`src/rtl/i2cx_pkg.sv`:
```
package i2cx_pkg;
   localparam int unsigned BUS_W     = 32;
   localparam int unsigned MAX_BYTES = 8;
   localparam int unsigned IDX_W     = $clog2(MAX_BYTES);

   // register word indexes
   localparam logic [3:0] A_TXLO  = 4'd0;
   localparam logic [3:0] A_TXHI  = 4'd1;
   localparam logic [3:0] A_RXLO  = 4'd2;
   localparam logic [3:0] A_RXHI  = 4'd3;
   localparam logic [3:0] A_CTRL  = 4'd4;
   localparam logic [3:0] A_STAT  = 4'd5;
   localparam logic [3:0] A_CAUSE = 4'd6;
   localparam logic [3:0] A_MASK  = 4'd7;
   localparam logic [3:0] A_TIME  = 4'd8;

   // control word bit positions
   localparam int unsigned C_RD   = 1;
   localparam int unsigned C_ADDR = 2;
   localparam int unsigned C_TEN  = 12;
   localparam int unsigned C_TXSZ = 13;
   localparam int unsigned C_RXSZ = 16;
   localparam int unsigned C_GO   = 19;
   localparam int unsigned C_USED = 20;

   typedef enum logic [1:0] {PH_IDLE, PH_START, PH_BITS, PH_STOP} phase_e;

   typedef struct packed {
      logic       ten;
      logic       rd;
      logic [9:0] addr;
      logic [2:0] txm1;
      logic [2:0] rxm1;
   } job_t;
endpackage

```
`src/rtl/i2cx_regs.sv`:
```
module i2cx_regs
   import i2cx_pkg::*;
#(
   parameter int unsigned TIMING_W = 16
) (
   input  logic                clk,
   input  logic                rst_n,
   input  logic [3:0]          bus_addr,
   input  logic                bus_we,
   input  logic [BUS_W-1:0]    bus_wdata,
   output logic [BUS_W-1:0]    bus_rdata,
   input  logic                busy,
   input  logic                done,
   input  logic                done_err,
   input  logic                rx_we,
   input  logic [IDX_W-1:0]    rx_idx,
   input  logic [7:0]          rx_byte,
   output logic                start,
   output job_t                job,
   output logic [8*MAX_BYTES-1:0] tx_bytes,
   output logic [TIMING_W-1:0] quarter_cfg,
   output logic [C_USED-1:0]   ctrl_q,
   output logic                cause_q,
   output logic                mask_q,
   output logic                irq
);
   localparam int unsigned DW = 8*MAX_BYTES;

   if (TIMING_W < 2 || TIMING_W > BUS_W) begin : g_bad_timing_w
      $error("i2cx_regs: TIMING_W out of range");
   end

   logic [DW-1:0]       tx_q;
   logic [DW-1:0]       rx_q;
   logic                err_q;
   logic [TIMING_W-1:0] time_q;

   logic wr_txlo, wr_txhi, wr_ctrl, wr_cause, wr_mask, wr_time;

   always_comb begin
      wr_txlo  = bus_we && (bus_addr == A_TXLO);
      wr_txhi  = bus_we && (bus_addr == A_TXHI);
      wr_ctrl  = bus_we && (bus_addr == A_CTRL);
      wr_cause = bus_we && (bus_addr == A_CAUSE);
      wr_mask  = bus_we && (bus_addr == A_MASK);
      wr_time  = bus_we && (bus_addr == A_TIME);
   end

   assign start    = wr_ctrl && bus_wdata[C_GO] && !busy;
   assign job.ten  = bus_wdata[C_TEN];
   assign job.rd   = bus_wdata[C_RD];
   assign job.addr = bus_wdata[C_ADDR +: 10];
   assign job.txm1 = bus_wdata[C_TXSZ +: 3];
   assign job.rxm1 = bus_wdata[C_RXSZ +: 3];

   always_ff @(posedge clk or negedge rst_n) begin
      if (!rst_n) begin
         tx_q    <= '0;
         rx_q    <= '0;
         ctrl_q  <= '0;
         err_q   <= 1'b0;
         cause_q <= 1'b0;
         mask_q  <= 1'b0;
         time_q  <= '0;
      end else begin
         if (wr_txlo && !busy) tx_q[BUS_W-1:0]  <= bus_wdata;
         if (wr_txhi && !busy) tx_q[DW-1:BUS_W] <= bus_wdata;
         if (wr_ctrl && !busy) ctrl_q <= bus_wdata[C_USED-1:0];
         if (start)      rx_q <= '0;
         else if (rx_we) rx_q[rx_idx*8 +: 8] <= rx_byte;
         if (start)     err_q <= 1'b0;
         else if (done) err_q <= done_err;
         if (done)          cause_q <= 1'b1;
         else if (wr_cause) cause_q <= bus_wdata[0];
         if (wr_mask) mask_q <= bus_wdata[0];
         if (wr_time) time_q <= bus_wdata[TIMING_W-1:0];
      end
   end

   always_comb begin
      unique case (bus_addr)
         A_TXLO:  bus_rdata = tx_q[BUS_W-1:0];
         A_TXHI:  bus_rdata = tx_q[DW-1:BUS_W];
         A_RXLO:  bus_rdata = rx_q[BUS_W-1:0];
         A_RXHI:  bus_rdata = rx_q[DW-1:BUS_W];
         A_CTRL:  bus_rdata = BUS_W'(ctrl_q);
         A_STAT:  bus_rdata = BUS_W'(err_q);
         A_CAUSE: bus_rdata = BUS_W'(cause_q);
         A_MASK:  bus_rdata = BUS_W'(mask_q);
         A_TIME:  bus_rdata = BUS_W'(time_q);
         default: bus_rdata = '0;
      endcase
   end

   assign tx_bytes    = tx_q;
   assign quarter_cfg = time_q;
   assign irq         = cause_q & mask_q;
endmodule

```
`src/rtl/i2cx_qtick.sv`:
```
module i2cx_qtick #(
   parameter int unsigned TIMING_W    = 16,
   parameter int unsigned DEF_QUARTER = 125
) (
   input  logic                clk,
   input  logic                rst_n,
   input  logic                run,
   input  logic [TIMING_W-1:0] cfg,
   output logic                tick
);
   localparam logic [TIMING_W-1:0] DEF_Q = TIMING_W'(DEF_QUARTER);

   if (DEF_QUARTER < 1 || DEF_QUARTER >= (64'd1 << TIMING_W)) begin : g_bad_quarter
      $error("i2cx_qtick: DEF_QUARTER must fit TIMING_W and be nonzero");
   end

   logic [TIMING_W-1:0] cnt;
   logic [TIMING_W-1:0] lim;

   assign lim  = ((cfg == '0) ? DEF_Q : cfg) - 1'b1;
   assign tick = run && (cnt >= lim);

   always_ff @(posedge clk or negedge rst_n) begin
      if (!rst_n)    cnt <= '0;
      else if (!run) cnt <= '0;
      else if (tick) cnt <= '0;
      else           cnt <= cnt + 1'b1;
   end
endmodule

```
`src/rtl/i2cx_seq.sv`:
```
module i2cx_seq
   import i2cx_pkg::*;
#(
   parameter bit TEN_BIT_EN = 1'b1
) (
   input  logic                   clk,
   input  logic                   rst_n,
   input  logic                   start,
   input  job_t                   job,
   input  logic [8*MAX_BYTES-1:0] tx_bytes,
   input  logic                   tick,
   input  logic                   sda_in,
   output logic                   busy,
   output logic                   in_bits,
   output logic                   scl_low,
   output logic                   sda_low,
   output logic                   done,
   output logic                   done_err,
   output logic                   rx_we,
   output logic [IDX_W-1:0]       rx_idx,
   output logic [7:0]             rx_byte
);
   localparam int unsigned BW = 4;    // byte index width, holds up to 2+MAX_BYTES
   localparam logic [3:0]  ACK_SLOT = 4'd8;

   phase_e        ph;
   logic [1:0]    q;
   job_t          job_q;
   logic [BW-1:0] bidx;
   logic [3:0]    slot;
   logic [7:0]    sh;
   logic          nack;
   logic          err;

   logic          ten;
   logic [BW-1:0] nab, ndata, last_b;
   logic          is_addr, rx_phase, last_byte;
   logic [7:0]    tx_byte, addr_byte;
   logic [2:0]    bitpos;

   // address-mode variant chosen at elaboration
   if (TEN_BIT_EN) begin : g_ten
      assign ten = job_q.ten;
      always_comb begin
         if (!ten)           addr_byte = {job_q.addr[6:0], job_q.rd};
         else if (bidx == 0) addr_byte = {5'b11110, job_q.addr[9:8], job_q.rd};
         else                addr_byte = job_q.addr[7:0];
      end
   end else begin : g_seven
      assign ten       = 1'b0;
      assign addr_byte = {job_q.addr[6:0], job_q.rd};
   end

   always_comb begin
      nab       = ten ? BW'(2) : BW'(1);
      ndata     = (job_q.rd ? BW'(job_q.rxm1) : BW'(job_q.txm1)) + BW'(1);
      last_b    = nab + ndata - BW'(1);
      is_addr   = bidx < nab;
      rx_phase  = !is_addr && job_q.rd;
      last_byte = bidx == last_b;
      rx_idx    = IDX_W'(bidx - nab);
      tx_byte   = is_addr ? addr_byte : tx_bytes[rx_idx*8 +: 8];
      bitpos    = 3'(4'd7 - slot);
   end

   // line drivers
   always_comb begin
      scl_low = 1'b0;
      sda_low = 1'b0;
      unique case (ph)
         PH_START: begin
            scl_low = q[1];
            sda_low = (q != 2'd0);
         end
         PH_BITS: begin
            scl_low = (q == 2'd0) || (q == 2'd3);
            if (slot < ACK_SLOT) sda_low = !rx_phase && !tx_byte[bitpos];
            else                 sda_low = rx_phase && !last_byte;
         end
         PH_STOP: begin
            scl_low = (q == 2'd0);
            sda_low = !q[1];
         end
         default: ;
      endcase
   end

   assign busy     = (ph != PH_IDLE);
   assign in_bits  = (ph == PH_BITS);
   assign done     = tick && (ph == PH_STOP) && (q == 2'd3);
   assign done_err = err;
   assign rx_we    = tick && in_bits && (q == 2'd3) && (slot == ACK_SLOT) && rx_phase;
   assign rx_byte  = sh;

   always_ff @(posedge clk or negedge rst_n) begin
      if (!rst_n) begin
         ph    <= PH_IDLE;
         q     <= '0;
         job_q <= '0;
         bidx  <= '0;
         slot  <= '0;
         sh    <= '0;
         nack  <= 1'b0;
         err   <= 1'b0;
      end else begin
         unique case (ph)
            PH_IDLE: begin
               if (start) begin
                  ph    <= PH_START;
                  q     <= '0;
                  job_q <= job;
                  err   <= 1'b0;
                  nack  <= 1'b0;
               end
            end
            PH_START: begin
               if (tick) begin
                  q <= q + 1'b1;
                  if (q == 2'd3) begin
                     ph   <= PH_BITS;
                     bidx <= '0;
                     slot <= '0;
                  end
               end
            end
            PH_BITS: begin
               if (tick) begin
                  q <= q + 1'b1;
                  if (q == 2'd1) begin
                     if (slot < ACK_SLOT && rx_phase) sh <= {sh[6:0], sda_in};
                     if (slot == ACK_SLOT && !rx_phase) nack <= sda_in;
                  end
                  if (q == 2'd3) begin
                     if (slot == ACK_SLOT) begin
                        slot <= '0;
                        if (!rx_phase && nack) begin
                           err <= 1'b1;
                           ph  <= PH_STOP;
                        end else if (last_byte) begin
                           ph <= PH_STOP;
                        end else begin
                           bidx <= bidx + 1'b1;
                        end
                     end else begin
                        slot <= slot + 1'b1;
                     end
                  end
               end
            end
            PH_STOP: begin
               if (tick) begin
                  q <= q + 1'b1;
                  if (q == 2'd3) ph <= PH_IDLE;
               end
            end
            default: ph <= PH_IDLE;
         endcase
      end
   end
endmodule

```
`src/rtl/i2c_xfer_engine.sv`:
```
module i2c_xfer_engine
   import i2cx_pkg::*;
#(
   parameter int unsigned TIMING_W    = 16,
   parameter int unsigned DEF_QUARTER = 125,
   parameter bit          TEN_BIT_EN  = 1'b1
) (
   input  logic        clk,
   input  logic        rst_n,
   input  logic [3:0]  reg_addr,
   input  logic        reg_we,
   input  logic [31:0] reg_wdata,
   output logic [31:0] reg_rdata,
   output logic        irq,
   output logic        scl_drive_low,
   output logic        sda_drive_low,
   input  logic        sda_in
);
   localparam int unsigned DW = 8*MAX_BYTES;

   logic                busy, in_bits, done, done_err, rx_we, start, tick;
   logic [IDX_W-1:0]    rx_idx;
   logic [7:0]          rx_byte;
   job_t                job;
   logic [DW-1:0]       tx_bytes;
   logic [TIMING_W-1:0] quarter_cfg;
   logic [C_USED-1:0]   ctrl_q;
   logic                cause_q, mask_q;

   i2cx_regs #(.TIMING_W(TIMING_W)) u_regs (
      .clk(clk), .rst_n(rst_n),
      .bus_addr(reg_addr), .bus_we(reg_we), .bus_wdata(reg_wdata), .bus_rdata(reg_rdata),
      .busy(busy), .done(done), .done_err(done_err),
      .rx_we(rx_we), .rx_idx(rx_idx), .rx_byte(rx_byte),
      .start(start), .job(job), .tx_bytes(tx_bytes), .quarter_cfg(quarter_cfg),
      .ctrl_q(ctrl_q), .cause_q(cause_q), .mask_q(mask_q), .irq(irq)
   );

   i2cx_qtick #(.TIMING_W(TIMING_W), .DEF_QUARTER(DEF_QUARTER)) u_qtick (
      .clk(clk), .rst_n(rst_n), .run(busy), .cfg(quarter_cfg), .tick(tick)
   );

   i2cx_seq #(.TEN_BIT_EN(TEN_BIT_EN)) u_seq (
      .clk(clk), .rst_n(rst_n), .start(start), .job(job), .tx_bytes(tx_bytes),
      .tick(tick), .sda_in(sda_in), .busy(busy), .in_bits(in_bits),
      .scl_low(scl_drive_low), .sda_low(sda_drive_low),
      .done(done), .done_err(done_err),
      .rx_we(rx_we), .rx_idx(rx_idx), .rx_byte(rx_byte)
   );
endmodule

```
`config.mk`:
```
export PLATFORM = sky130hd
export DESIGN_NAME = i2c_xfer_engine
export DESIGN_NICKNAME = d
export VERILOG_FILES = /design/src/rtl/i2cx_pkg.sv /design/src/rtl/i2cx_regs.sv /design/src/rtl/i2cx_qtick.sv /design/src/rtl/i2cx_seq.sv /design/src/rtl/i2c_xfer_engine.sv
export SDC_FILE = /design/constraint.sdc
export NUM_CORES = 1
export LEC_CHECK = 0
export BUFFER_PORTS_ARGS = -buffer_cell sky130_fd_sc_hd__buf_2
export CAP_MARGIN = 20
export CORE_ASPECT_RATIO = 0.75
export CORE_MARGIN = 2
export CORE_UTILIZATION = 55
export CTS_CLUSTER_SIZE = 8
export DETAILED_ROUTE_END_ITERATION = 8
export PLACE_DENSITY = 0.72
export SETUP_SLACK_MARGIN = 0.5
export SLEW_MARGIN = 40
export SYNTH_ARGS = -nofsm -noshare
export SYNTH_HDL_FRONTEND = slang
export SYNTH_SLANG_ARGS = --single-unit
```
`constraint.sdc`:
```
create_clock -name clk -period 5.3 [get_ports clk]
set_input_delay 1.06 -clock clk [delete_from_list [all_inputs] [get_ports clk]]
set_output_delay 1.06 -clock clk [all_outputs]
set_load 0.1 [all_outputs]
```
==> implementation parameters, run 1 <==
Parameter                              Value

Die
  Starting Density    a little under three fifths
  Num rows    46
  Top-level I/O count    75
  Die Span X    ~180 um
  Area of the die    0.0232 mm2
  Core footprint    0.0214 mm2
  Die H    133 um

Power and ir drop
  VDD IR max    0.000289 V
  Relative contribution of the clock network to total power    40.0%
  Standby leakage power    roughly 6.8 nW
  Design Power    ~0.0043 W
  Combinational power share    15.9%
  Net load switching power    0.00129 W
  Power Dens Cells    309 mW/mm2
  Share of power burned in registers    44.1%
  Fraction of power spent switching nets    29.9%
  Internal Dissipation    0.00304 W

Global route
  Via count of the first global-routing pass    about 9200
  First-pass GRT wire length    55500 um
  Global-route congestion overflow total    0
  Total routing resource utilization after global routing    30.8%
  Maximum number of pins on one net before global-route repair    110
  Initial antenna violation count    0

Setup path
  Endpoint of the worst-slack reg-to-reg timing path    u_regs.rx_q[13]$_DFFE_PN0P_
  Capturing element type of the critical path    primary output
  Combined buffer and inverter count along the critical path    4
  Crit path max fanout    8
  Top Family by Delay on Critical Path    compound AO/OA/AOI/OAI gates
  Biggest cell delay along the critical path    between 500 and 600 ps
  Worst EP arrival    3720 ps
  Cell at the slowest stage of the critical path    a2111oi_1
  R2r setup slk    slightly below 800 ps
  Most used cell, CP    a2111oi_1
  Cells on worst reg2reg path    16
  Data required, critical path    4240 ps
  Critical path cell sequence    clkinv_4 > ha_1 > inv_1 > fa_2 > xnor2_4 > buf_2 > a2111oi_1 > a2111oi_1 > o311ai_1 > nand4_1 > a31oi_4 > buf_12
  Worst Path Class, Setup    register to primary output
  Reg2reg start    u_regs.quarter_cfg[9]$_DFFE_PN0P_
  Critical Path Source Type    register

Clocking
  Post-CTS Hold Buffers    0
  CTS sink cnt    223
  Maximum clock path buffer count    3
  Clock tree from TritonCTS    built
  Insertion delay of the later-clocked pin in the worst-skew pair    560 ps
  Clock H-tree levels    1
  TritonCTS buffer count    31
  CTS root buf    clkbuf_16
  Clock slew at reported path FFs    50 ps

Timing
  Actual slew at the worst max-slew pin    764 ps
  Max Clock Skew    around 11 ps
  Peak clock frequency supported by timing    209 MHz
  Worst Hold Slack    417 ps
  Fin crit share    90.1%
  Post-route minimum period    4780 ps
  Final Max Slew Viols    0
  Final count of negative-setup-slack endpoints    0
  Setup tns final    0 ps
  Worst slew margin    about 50%
  Unrepaired setup endpoints after global routing    true
  Hold violation total from the final report    0

Routing
  Pre-antenna DRT Iters    5
  Via count    9751
  Routed wire length    35900 um
  Remaining antenna violation count    0
  Number of design rule violations left after detail routing    0
  WL/cell    23.8 um
  DR vias/cell    6.45
  First DRT Iteration DRCs    1065

Finish
  Fraction of final layout cells sized beyond drive strength 1    26.4%
  Final net count    1300
  Antenna diode count    0
  Cell area after layout    0.0140 mm2
  Final instance count without filler cells    1512
  Layout filler cell count    1670
  Post-synthesis to final-layout area growth    15.9%

Place
  DP Area    0.0128 mm2
  Number of buffers added on ports    74
  Placed cell count    ~1500
  Final GP Congestion    between 0.9 and 1
  Detailed-placement wirelength estimate    24600 um

Logic synthesis
  Synthesized flop and latch total    223
  Cell taking the most area after synthesis    dfrtp_1
  Top cell type's share of synthesized area    46.1%
  Top flip-flop cell by instance count after synthesis    dfrtp_1
  Yosys cell types    68
  Count leader, synth    dfrtp_1
  Leading post-synthesis cells by cell area    dfrtp_1, mux2_2, mux2i_1, nand2_1, ha_1
  Mean instance size in the synthesized netlist    10.6 um2
  Async SR Flop Fraction    100%
  Sequential element share of the synthesized area    46.1%
  Gate count after technology mapping    1142
  Post-Synthesis Net Count    1218
  Post-synth EDFFs    0
  Number of warnings reported in the yosys synthesis log    0
  Most frequent cells after synthesis    dfrtp_1, nand2_1, mux2_2
  Mapped cell area    approximately 0.012 mm2

Status
  Result of the run    finished clean

Flow run
  Max_cap viols    0

Min path
  Hold/Removal Path Class    input pin to asynchronous set/reset pin
## layout by cell type (no fill, tap or decap), types with 6 or more instances in the layout
cell type and count:
or3_1 7, buf_4 43, nand3b_1 6, xnor2_1 19, nand2_1 172, and3_1 10
a211oi_1 8, ha_1 34, xor2_1 11, nor4_1 9, nand3_1 27, mux4_2 11
a221oi_1 17, mux2_2 109, a22oi_1 43, dfrtp_1 219, nor2b_1 14, nand4_1 14
a21oi_1 14, nor3_1 22, a31oi_1 6, a21o_1 7, buf_2 73, nor2_1 55
mux2i_1 82, o21ai_0 20, inv_1 28, a2111oi_2 6, clkbuf_16 31
## layer usage
metal	wire, um	vias to the layer above	global-route usage (%)
li1	-	4296	-
met1	16100	4918	46.8
met2	15300	470	44.2
met3	3410	67	7.13
met4	1030	0	8.38
met5	0	-	0
## how the worst max path moves through the flow
| stage | from | to | cells after the start | slack, ps |
|---|---|---|---|---|
| floorplan | reg_addr[3] | reg_rdata[0] | 5 | 480 |
| global placement | u_regs.quarter_cfg[8]$_DFFE_PN0P_ | u_regs.rx_q[56]$_DFFE_PN0P_ | 16 | 340 |
| detailed placement | u_regs.quarter_cfg[8]$_DFFE_PN0P_ | u_regs.rx_q[28]$_DFFE_PN0P_ | 16 | 150 |
| CTS | u_seq.ten$_DFFE_PN0P_ | sda_drive_low | 12 | 210 |
| global route | u_seq.ten$_DFFE_PN0P_ | sda_drive_low | 12 | 410 |
| finish | u_seq.ten$_DFFE_PN0P_ | sda_drive_low | 12 | 520 |
## logic make-up after synthesis
kind of cell,Yosys count,share of synthesized area (%)
adder cells (fa/ha/maj),36,3.84
XOR/XNOR,31,2.24
buffers and inverters,106,3.52
AND/OR/NAND/NOR,375,15.0
AO/OA/AOI/OAI,167,10.2
multiplexers,204,19.1
flip-flops,223,46.1
## final cells by class
cell class / count / area (um2) / share of cell area, %
clock buffer: 32 / 779 / 5.55
tap: 288 / 360 / 2.57
clock inverter: 1 / 20.0 / 0.143
timing repair buffer: 124 / 833 / 5.93
multi-input combinational: 813 / 6340 / 45.2
inverter: 31 / 124 / 0.882
sequential: 223 / 5590 / 39.8
## worst register-to-register path: cells and delay by family, from the launching register on
| kind | cells | cell delay (ps) |
|---|---|---|
| AOI/OAI and AO/OA | 2 | 520 |
| and+or+nand+nor | 10 | 2610 |
| DFF | 1 | 440 |
| adders and majority gates | 2 | 490 |
| xor gates and xnor gates | 1 | 120 |
| muxes | 1 | 190 |
## registers in the layout, indices dropped and copies added, names as in the netlist
name	count
u_regs.tx_bytes	64
u_seq.nack	1
u_regs.ctrl_q	20
u_regs.cause_q	1
u_regs.err_q	1
u_seq.bidx	4
u_seq.q	2
u_qtick.cnt	16
u_seq.rx_byte	8
u_seq.ten	1
u_regs.rx_q	64
u_seq.ph	2
u_seq.slot	4
u_regs.quarter_cfg	16
u_seq.job_q	17
u_regs.mask_q	1
u_seq.done_err	1
## through the flow
stage	worst slack (ps)	utilization, %
3_5_place_dp	151	60.2
6_report	525	65.8
5_1_grt	406	65.8
4_1_cts	208	64.5
2_1_floorplan	480	-
3_3_place_gp	340	60.0
## what timing repair did
| action | 4_1_cts | 5_1_grt |
|---|---|---|
| gates cloned | 0 | 1 |
| pin swaps | 8 | 12 |
| buffers inserted | 9 | 18 |
| gates resized for setup | 12 | 38 |
| setup endpoints to repair | 73 | 97 |
## power by group through the flow
stage               combinational [W]  clock (W)  sequential, W
global route                 0.000757    0.00182        0.00192
CTS                          0.000659    0.00175        0.00191
floorplan                    0.000478          0        0.00188
global placement             0.000627          0        0.00193
finish                       0.000689    0.00173        0.00191
detailed placement           0.000645          0        0.00193
Power figures use the tool's default switching activity.
==> run 2: changes to the inputs <==
--- a/config.mk
+++ b/config.mk
@@ -9,10 +9,11 @@
 export CAP_MARGIN = 20
 export CORE_ASPECT_RATIO = 0.75
 export CORE_MARGIN = 2
-export CORE_UTILIZATION = 55
+export CORE_UTILIZATION = 33
 export CTS_CLUSTER_SIZE = 8
 export DETAILED_ROUTE_END_ITERATION = 8
-export PLACE_DENSITY = 0.72
+export PLACE_DENSITY = 0.48
+export RECOVER_POWER = 100
 export SETUP_SLACK_MARGIN = 0.5
 export SLEW_MARGIN = 40
 export SYNTH_ARGS = -nofsm -noshare
==> implementation parameters, run 2 (synthesis results as in run 1) <==
Parameter                              Value

Clocking
  Clock tree from TritonCTS    built
  TritonCTS buffer count    31
  Clock slew at reported path FFs    50 ps
  Clock H-tree levels    1
  CTS root buf    clkbuf_16
  Insertion delay of the later-clocked pin in the worst-skew pair    between 500 and 600 ps
  CTS sink cnt    between 200 and 250
  Maximum clock path buffer count    3
  Post-CTS Hold Buffers    0

Finish
  Final net count    1308
  Layout filler cell count    3569
  Most common cell after layout, fill and taps aside    dfrtp_1
  Fraction of final layout cells sized beyond drive strength 1    24.4%
  Commonest cells after routing, fill and taps aside    dfrtp_1, nand2_1, mux2_2
  Post-synthesis to final-layout area growth    16.9%

Power and ir drop
  Net load switching power    0.00135 W
  Relative contribution of the clock network to total power    40.6%
  Fraction of power spent switching nets    a little under a third
  Internal Dissipation    0.00303 W
  VDD IR max    around 0.00022 V
  Share of power burned in registers    43.7%
  Design Power    0.00438 W
  Combinational power share    15.7%
  Standby leakage power    6.74 nW
  Power Dens Cells    309 mW/mm2

Timing
  Actual slew at the worst max-slew pin    2880 ps
  Final count of negative-setup-slack endpoints    0
  Final Max Slew Viols    around 150
  Setup tns final    0 ps
  Worst slew margin    -91.7%
  Worst Hold Slack    approximately 480 ps
  Max Clock Skew    9.41 ps
  Peak clock frequency supported by timing    200 MHz
  Hold violation total from the final report    0
  Unrepaired setup endpoints after global routing    true
  Fin crit share    94.4%
  Post-route minimum period    5000 ps

Routing
  Pre-antenna DRT Iters    7
  First DRT Iteration DRCs    848
  WL/cell    24.3 um
  Via count    9544
  Number of design rule violations left after detail routing    0
  DR vias/cell    5.62
  Remaining antenna violation count    0
  Routed wire length    slightly above 40000 um

Place
  Number of buffers added on ports    74
  Detailed-placement wirelength estimate    29100 um
  Final GP Congestion    0.836

Die
  Core footprint    roughly 0.036 mm2
  Top-level I/O count    75
  Die H    170 um
  Area of the die    0.0383 mm2
  Num rows    60
  Die Span X    roughly 230 um
  Starting Density    around a third

Setup path
  Endpoint of the worst-slack reg-to-reg timing path    u_seq.rx_byte[0]$_DFFE_PN0P_
  Worst Path Class, Setup    input pin to primary output
  Data required, critical path    4240 ps
  Reg2reg start    u_regs.quarter_cfg[9]$_DFFE_PN0P_
  Worst EP arrival    3940 ps
  Capturing element type of the critical path    primary output
  R2r setup slk    slightly below 500 ps
  Critical Path Source Type    input pin
  Crit path max fanout    25
  Cells on worst reg2reg path    18

Global route
  Maximum number of pins on one net before global-route repair    47
  First-pass GRT wire length    60800 um
  Global-route congestion overflow total    0
  Via count of the first global-routing pass    a little over 9000
  Initial antenna violation count    1
  Total routing resource utilization after global routing    21.3%

Min path
  Worst Hold Path Cells    2
  Hold/Removal Path Class    register to register
  Worst Hold Launch    u_seq.job_q[0]$_DFFE_PN0P_
  Sink of the worst hold path    u_seq.job_q[0]$_DFFE_PN0P_

Flow run
  Max_cap viols    4

Status
  Violated checks    capacitance limit, slew limit
  Result of the run    complete, but fails checks
-- run 2: area by class of cell --
class                           instances  area, um2  area share (%)
Timing Repair Buffer                  131        820            5.79
Sequential cell                       223       5580            39.4
Antenna cell                            1       2.50          0.0177
Clock inverter                          1       20.0           0.141
Inverter                               31        121           0.857
Multi-Input combinational cell        814       6260            44.2
Tap cell                              465        582            4.11
Clock buffer                           32        779            5.50
-- run 2: layer usage --
| metal | GRT usage (%) | vias to the layer above | wire length (um) |
|---|---|---|---|
| met5 | 0 | - | 0 |
| met4 | 3.46 | 0 | 578 |
| met3 | 4.61 | 46 | 2810 |
| met2 | 30.2 | 302 | 17100 |
| met1 | 33.1 | 4869 | 20800 |
| li1 | - | 4327 | - |
-- run 2: power groups by stage --
stage | clock, W | sequential (W) | combinational (W)
after floorplan | 0 | 0.00188 | 0.000478
after global placement | 0 | 0.00193 | 0.000656
after detailed placement | 0 | 0.00194 | 0.000666
after CTS | 0.00181 | 0.00191 | 0.000669
after global routing | 0.00188 | 0.00192 | 0.000756
final | 0.00178 | 0.00191 | 0.000687
-- run 2: worst max-delay path, stage by stage --
cell      delay (ps)
buf_2            330
nor4b_2          300
clkbuf_1        1020
a221oi_1         180
nand2_1          130
clkbuf_1         880
-- run 2: worst max-delay path by stage --
stage,slack [ps],to,start,cells past startpoint
2_1_floorplan,480,reg_rdata[0],reg_addr[3],5
3_3_place_gp,400,u_regs.rx_q[10]$_DFFE_PN0P_,u_regs.quarter_cfg[9]$_DFFE_PN0P_,16
3_5_place_dp,270,u_seq.rx_byte[2]$_DFFE_PN0P_,u_regs.quarter_cfg[9]$_DFFE_PN0P_,16
4_1_cts,430,sda_drive_low,u_seq.bidx[0]$_DFFE_PN0P_,12
5_1_grt,210,u_seq.rx_byte[2]$_DFFE_PN0P_,u_regs.quarter_cfg[9]$_DFFE_PN0P_,18
6_report,300,reg_rdata[9],reg_addr[3],6
-- run 2: repair_timing --
| item | in CTS | in global routing |
|---|---|---|
| pin swaps | 5 | 14 |
| setup endpoints to repair | 28 | 94 |
| buffers inserted | 4 | 23 |
| resized for setup | 13 | 34 |
| cloned | 0 | 1 |
-- run 2: stage by stage --
stage | area [um2] | utilization [%] | worst slack [ps] | std cells
2_1_floorplan | 12100 | - | 480 | 1142
3_3_place_gp | 13100 | 36.2 | 405 | 1634
3_5_place_dp | 13100 | 36.4 | 272 | 1636
4_1_cts | 14000 | 38.9 | 432 | 1673
5_1_grt | 14200 | 39.3 | 212 | 1697
6_report | 14200 | 39.3 | 298 | 1698
